File: config.mk
export PLATFORM = sky130hd
export DESIGN_NAME = pal_fixed_or
export DESIGN_NICKNAME = d
export VERILOG_FILES = /design/src/rtl/pal_pkg.sv /design/src/rtl/pal_term_eval.sv /design/src/rtl/pal_term_store.sv /design/src/rtl/pal_fixed_or.sv
export SDC_FILE = /design/constraint.sdc
export NUM_CORES = 1
export LEC_CHECK = 0
export BUFFER_PORTS_ARGS = -buffer_cell sky130_fd_sc_hd__buf_2
export CAP_MARGIN = 10
export CORE_MARGIN = 2
export CORE_UTILIZATION = 40
export CTS_CLUSTER_DIAMETER = 150
export CTS_CLUSTER_SIZE = 20
export DETAILED_ROUTE_END_ITERATION = 16
export GPL_TIMING_DRIVEN = 0
export PLACE_DENSITY = 0.67
export SLEW_MARGIN = 20
export SYNTH_ARGS = -nofsm -noshare
export SYNTH_HDL_FRONTEND = slang
export SYNTH_SLANG_ARGS = --single-unit
File: constraint.sdc
create_clock -name clk -period 3.6 [get_ports clk]
set_clock_uncertainty 0.15 [all_clocks]
set_input_delay 0.36 -clock clk [delete_from_list [all_inputs] [get_ports clk]]
set_output_delay 0.36 -clock clk [all_outputs]
set_load 0.05 [all_outputs]
File: src/rtl/pal_pkg.sv
package pal_pkg;

    typedef enum logic [1:0] {
        LIT_DC   = 2'b00,
        LIT_TRUE = 2'b01,
        LIT_COMP = 2'b10,
        LIT_KILL = 2'b11
    } lit_e;

endpackage

File: src/rtl/pal_term_eval.sv
module pal_term_eval
    import pal_pkg::*;
#(
    parameter int N_IN = 4
) (
    input  logic [2*N_IN-1:0] lits,
    input  logic [N_IN-1:0]   in_vec,
    output logic              hit
);

    // One product term: every participating literal must match.
    always_comb begin
        hit = 1'b1;
        for (int i = 0; i < N_IN; i++) begin
            unique case (lit_e'(lits[2*i +: 2]))
                LIT_DC:   ;
                LIT_TRUE: if (!in_vec[i]) hit = 1'b0;
                LIT_COMP: if (in_vec[i])  hit = 1'b0;
                LIT_KILL: hit = 1'b0;
            endcase
        end
        // a term with no participating literal is constant 1
        if (lits == '0) begin
            p_dontcare_one_r8: assert (hit == 1'b1);
        end
    end

endmodule

File: src/rtl/pal_term_store.sv
module pal_term_store #(
    parameter int N_IN   = 4,
    parameter int N_OUT  = 4,
    parameter int N_TERM = 4,
    parameter int OW     = 2,
    parameter int TW     = 2
) (
    input  logic                                     clk,
    input  logic                                     rst_n,
    input  logic                                     we,
    input  logic [OW-1:0]                            out_idx,
    input  logic [TW-1:0]                            term_idx,
    input  logic [2*N_IN-1:0]                        lits,
    output logic [N_OUT*N_TERM-1:0][2*N_IN-1:0]      slots
);

    localparam int N_SLOT = N_OUT * N_TERM;
    localparam int SELW   = (N_SLOT > 1) ? $clog2(N_SLOT) : 1;

    logic [SELW-1:0] sel;
    logic            valid;

    always_comb begin
        valid = (int'(out_idx) < N_OUT) && (int'(term_idx) < N_TERM);
        sel   = SELW'(int'(out_idx) * N_TERM + int'(term_idx));
    end

    // Reset fills every literal with the kill code (all ones).
    always_ff @(posedge clk or negedge rst_n) begin
        if (!rst_n) begin
            slots <= '1;
        end else if (we && valid) begin
            slots[sel] <= lits;
        end
    end

    // the addressed slot holds the written pattern after the edge
    p_write_lands_r4: assert property (@(posedge clk) disable iff (!rst_n)
        (we && valid) |=> (slots[$past(sel)] == $past(lits)));

    // without a write strobe nothing in storage moves
    p_hold_r5: assert property (@(posedge clk) disable iff (!rst_n)
        !we |=> $stable(slots));

endmodule

File: src/rtl/pal_fixed_or.sv
module pal_fixed_or #(
    parameter int N_IN   = 4,
    parameter int N_OUT  = 4,
    parameter int N_TERM = 4,
    localparam int OW    = (N_OUT  > 1) ? $clog2(N_OUT)  : 1,
    localparam int TW    = (N_TERM > 1) ? $clog2(N_TERM) : 1
) (
    input  logic              clk,
    input  logic              rst_n,
    input  logic              cfg_we,
    input  logic [OW-1:0]     cfg_out,
    input  logic [TW-1:0]     cfg_term,
    input  logic [2*N_IN-1:0] cfg_lits,
    input  logic [N_IN-1:0]   in_vec,
    output logic [N_OUT-1:0]  out_vec
);

    logic [N_OUT*N_TERM-1:0][2*N_IN-1:0] slots;

    pal_term_store #(
        .N_IN(N_IN), .N_OUT(N_OUT), .N_TERM(N_TERM), .OW(OW), .TW(TW)
    ) u_store (
        .clk      (clk),
        .rst_n    (rst_n),
        .we       (cfg_we),
        .out_idx  (cfg_out),
        .term_idx (cfg_term),
        .lits     (cfg_lits),
        .slots    (slots)
    );

    // Fixed OR plane: each output sums only its own private terms.
    for (genvar g = 0; g < N_OUT; g++) begin : g_out
        logic [N_TERM-1:0] hits;
        for (genvar t = 0; t < N_TERM; t++) begin : g_term
            pal_term_eval #(.N_IN(N_IN)) u_term (
                .lits   (slots[g*N_TERM + t]),
                .in_vec (in_vec),
                .hit    (hits[t])
            );
        end
        assign out_vec[g] = |hits;
    end

    // with storage untouched, outputs move only when the inputs do
    p_out_steady_r6: assert property (@(posedge clk) disable iff (!rst_n)
        !cfg_we |=> (!$stable(in_vec) || $stable(out_vec)));

endmodule

# Yosys cells after proc, flatten, opt, wreduce, memory -nomap -nowiden
# Index checks and enable logic that the tools add are counted.
# totals
input_bits	19
reg_bits	128
word_cells	381
out_inout_bits	4
# op_classes
eq_ne	192
magnitude_cmp	2
n_addsub	1
n_mux	165
reduce_logical	5
# ops
op	count
$eq 2x2->1 const B	128
$pmux 1 s3	64
$bwmux 128	1
$eq 2x1->1 const B	64
$mux 1	98
$demux 8 s4	1
$reduce_or 4->1	4
$mux 8	1
$lt 4x5->1 const B	1
$add 4x2->4	1
$ge 4x1->1 const B	1
$logic_and 1x1->1	1

# Longest topological paths before layout
# logic_depth
word_depth	9
ltp_mapped	5
ltp_nobuf	3

# By module
# From an unflattened synthesis, not the netlist that was laid out.
# hier_totals
cells_unflattened	378
area_unflattened_um2	5833.1
# modules_own_cells
mod	cells_each	seq_area_each_um2	instances	area_per_inst_um2
pal_term_store	294	3363.2	1	5022.3
pal_term_eval	5	0.0	16	48.8
pal_fixed_or	4	0.0	1	30.0

# Worst setup path before layout
# No wires, ideal clock.
# synth_timing
path_type	input to output
from	in in_vec[3]
to	out out_vec[0]
n_path_buf	2
setup_slack_ps	1385
arrival_ps	1705
path_stages	5
cell_sequence	clkbuf_1 buf_2 mux2i_1 nand4_1 nand4_1
# synth_via
elab_chain_len	3
word_cells_on_any_way	13
cone_classes	mux (12); reduce/logical (1)
# synth_rtl
item	line	source
start, declared	pal_fixed_or.sv:14	input logic [N_IN-1:0] in_vec,
$mux 1, on equally long branches	pal_term_eval.sv:18, pal_term_eval.sv:17	
$pmux 1 s3	pal_term_eval.sv:15	unique case (lit_e'(lits[2*i +: 2]))
$reduce_or 4->1 (*)	pal_fixed_or.sv:42	assign out_vec[g] = |hits;
end, declared	pal_fixed_or.sv:15	output logic [N_OUT-1:0] out_vec
# Every way passes the cells marked *; elsewhere a longest branch is shown, timed or not.

# Final worst setup path
# Ends and elaborated chain as after synthesis.

==> impl_summary.log <==
[metrics] status: complete, no violations
[metrics] commonest non-fill, non-tap cells in the layout: sky130_fd_sc_hd__mux2_2, sky130_fd_sc_hd__dfstp_2, sky130_fd_sc_hd__mux2i_1, sky130_fd_sc_hd__buf_2, sky130_fd_sc_hd__nand4_1
[metrics] registers with the most flip-flops: u_store.slots: 128 flops
[metrics] category of the worst setup path launch point: primary input
[metrics] buffer cell driving the clock tree root: sky130_fd_sc_hd__clkbuf_16
[metrics] data arrival time of the worst path: about 2200 ps
[metrics] post-synthesis area per instance: 15.2 um2
[metrics] grt total ovfl: 0
[metrics] Core Footprint: 14500 um2
[metrics] clock edge transition at the registers on the reported setup and hold paths: ~50 ps
[metrics] Slowest Stage Delay on Critical Path: around 500 ps
[metrics] count of port buffers added during placement: 16
[metrics] DP HPWL: 8240 um
[metrics] global-route usage over all layers: 0.173
[metrics] initial core utilization: 0.407
[metrics] sequence of cells on the critical path: clkbuf_1 -> buf_2 -> mux2i_1 -> nand4_1 -> nand4_1 -> buf_2
[metrics] Post-route DRC: 0
[metrics] routability-driven placement congestion ratio: 0.789
[metrics] share of synthesized area occupied by flip-flops and latches: 0.570
[metrics] unrepaired setup endpoints after global routing: no
[metrics] detail-routed net length per standard cell: 20.2 um
[metrics] diodes inserted: 0
[metrics] Leakage Power: 2.74 nW
[metrics] GR peak layer: met2
[metrics] cts-stage hold buffer count: 0
[metrics] via count of the routed design: 3276
[metrics] first-iteration detailed-routing DRC count: 150
[metrics] TritonCTS clock tree: done
[metrics] FF+latch count, synth: 128
[metrics] antenna violations before repair: 0
[metrics] global-route met2 utilization: 0.284
[metrics] Hold Fails Final Rpt: 0
[metrics] remaining antenna violation count: 0
[metrics] critical path capture point type: output pin
[metrics] clock period minus worst slack: 2670 ps
[metrics] ratio of final minimum period to clock period: 0.741
[metrics] buffers and inverters on the worst path: 3
[metrics] insertion delay of the later-clocked pin in the worst-skew pair: 420 ps
[metrics] height of the chip: roughly 130 um
[metrics] max capacitance violation total: 0
[metrics] share of final-layout standard cells stronger than drive strength 1: 0.755
[metrics] highest net fanout along the worst path: 10
[metrics] Post-Synthesis Net Count: 406
[metrics] number of instances in the synthesized netlist: a little under 400
[metrics] clk sink count: 128
[metrics] number of buffers inserted by post-CTS setup repair: 0
[metrics] first-pass iteration count of the detailed router: 4
[metrics] max_slew headroom: 0.479
[metrics] Final Slew Violations: 0
[metrics] Die Span X: between 100 and 150 um
[metrics] number of synthesis warnings: 0
[metrics] largest net degree at the start of global routing: 67
[metrics] met1 track demand over resource: 0.220
[metrics] Synth-to-Final Area Change: 15.5%
[metrics] final-layout setup total negative slack: 0 ps
[metrics] number of top-level design ports: 23
[metrics] first-pass GRT wire length: 20400 um
[metrics] count of nets after finishing: ~440
[metrics] Most flops, register: u_store.slots
[metrics] number of buffers created by CTS: 17
[metrics] post-route standard cell area excluding fillers: 6820 um2
[metrics] highest achievable clock rate: 0.375 GHz
[metrics] total detailed-routing wirelength: roughly 13000 um
[metrics] power density normalized to cell area: 672 nW/um2
[metrics] highest-delay cell along the critical path: sky130_fd_sc_hd__buf_2
[metrics] number of global-route vias before repair: 3609
[metrics] total number of H-tree levels: 4
[metrics] type of the worst setup path: primary input to output pin
[metrics] number of vias per cell after detailed routing: 5.28
[metrics] GRT met3 Usage: 0.0424
[metrics] slew at the pin closest to its max-slew limit: roughly 800 ps
[metrics] required arrival time at the worst endpoint: 3090 ps
[metrics] highest ir drop seen on vdd: 0.000302 V
[metrics] post-synth design cell area: slightly below 6000 um2
[metrics] post-place instance area: 6240 um2
[metrics] class of the most critical hold timing path: primary input to async pin
[metrics] number of unique standard cell types used by synthesis: 18
[metrics] cells resized by post-CTS repair: 0
[metrics] flip-flop count of the largest register, all copies and words added: 128
[metrics] number of placement rows: 44
[metrics] area enclosed by the die boundary: 15700 um2
[metrics] family with the most delay on the worst path: buffers and inverters
[metrics] Setup Viol. Count Final: 0
[metrics] buffer levels on the longest clock path: 2
[routing by layer]
metal  routed length (um)  up-vias
met4                  261        0
met3                  265       21
met5                    0        -
li1                     -     1493
met2                 6200       35
met1                 5780     1727
[Yosys cell counts, drive strengths merged]
cell type / instances / area, um2
buf: 12 / 81.3
clkbuf: 10 / 37.5
dfstp: 128 / 3360
mux2: 128 / 1440
mux2i: 64 / 641
nand2: 2 / 7.51
nand2b: 3 / 33.8
nand3: 2 / 10.0
nand3b: 2 / 15.0
nand4: 20 / 125
nor2: 6 / 37.5
nor3: 6 / 60.1
nor4: 1 / 21.3
or3: 2 / 12.5
or4: 1 / 11.3
[cell families (layout without fill, tap and decap cells)]
| logic type | after synthesis | count (layout) | share of synthesized area |
|---|---|---|---|
| multiplexers | 192 | 192 | 0.353 |
| AND/OR/NAND/NOR | 45 | 45 | 0.0566 |
| buffers and inverters | 22 | 71 | 0.0202 |
| flip-flops | 128 | 128 | 0.570 |
[metrics by stage]
step | std cells | setup WS (ps) | hold slack, ps | util | power, W
final | 620 | 931 | 103 | 0.471 | 0.00458
after global routing | 620 | 860 | 146 | 0.471 | 0.00481
after CTS | 620 | 903 | 131 | 0.471 | 0.00463
after detailed placement | 588 | 903 | 459 | 0.431 | 0.00298
after global placement | 587 | 900 | 455 | 0.429 | 0.00292
after floorplan | 387 | 1380 | 62.2 | - | 0.00274
[area by class of cell]
type	count	area (um2)
plain buffers	22	119
clock buffers	27	523
clock inverters	5	50.0
fillers	1249	7660
multi-input cells	237	2420
flip-flops and latches	128	3360
well taps	184	230
repair buffers	17	114
[path summary, 6_finish.rpt]
kind / from / to / slack [ps] / depth (start not counted)
setup / recovery: in_vec[3] / out_vec[0] / 930 / 6
hold / removal: rst_n / u_store.slots[98] / 100 / 1
setup reg to reg: u_store.slots[119] / u_store.slots[119] / 2710 / 1
hold reg to reg: u_store.slots[100] / u_store.slots[100] / 460 / 1
max in group asynchronous: rst_n / u_store.slots[10] / 2780 / 2
min in group clk: cfg_lits[5] / u_store.slots[109] / 150 / 2
[power by group]
part | leakage (nW) | internal (W) | total (W) | switching, W
clock | 0.287 | 0.00105 | 0.00163 | 0.000577
sequential | 1.34 | 0.00201 | 0.00218 | 0.000160
combinational | 1.11 | 0.000390 | 0.000773 | 0.000384
total | 2.74 | 0.00346 | 0.00458 | 0.00112
(Power assumes the default switching activity.)
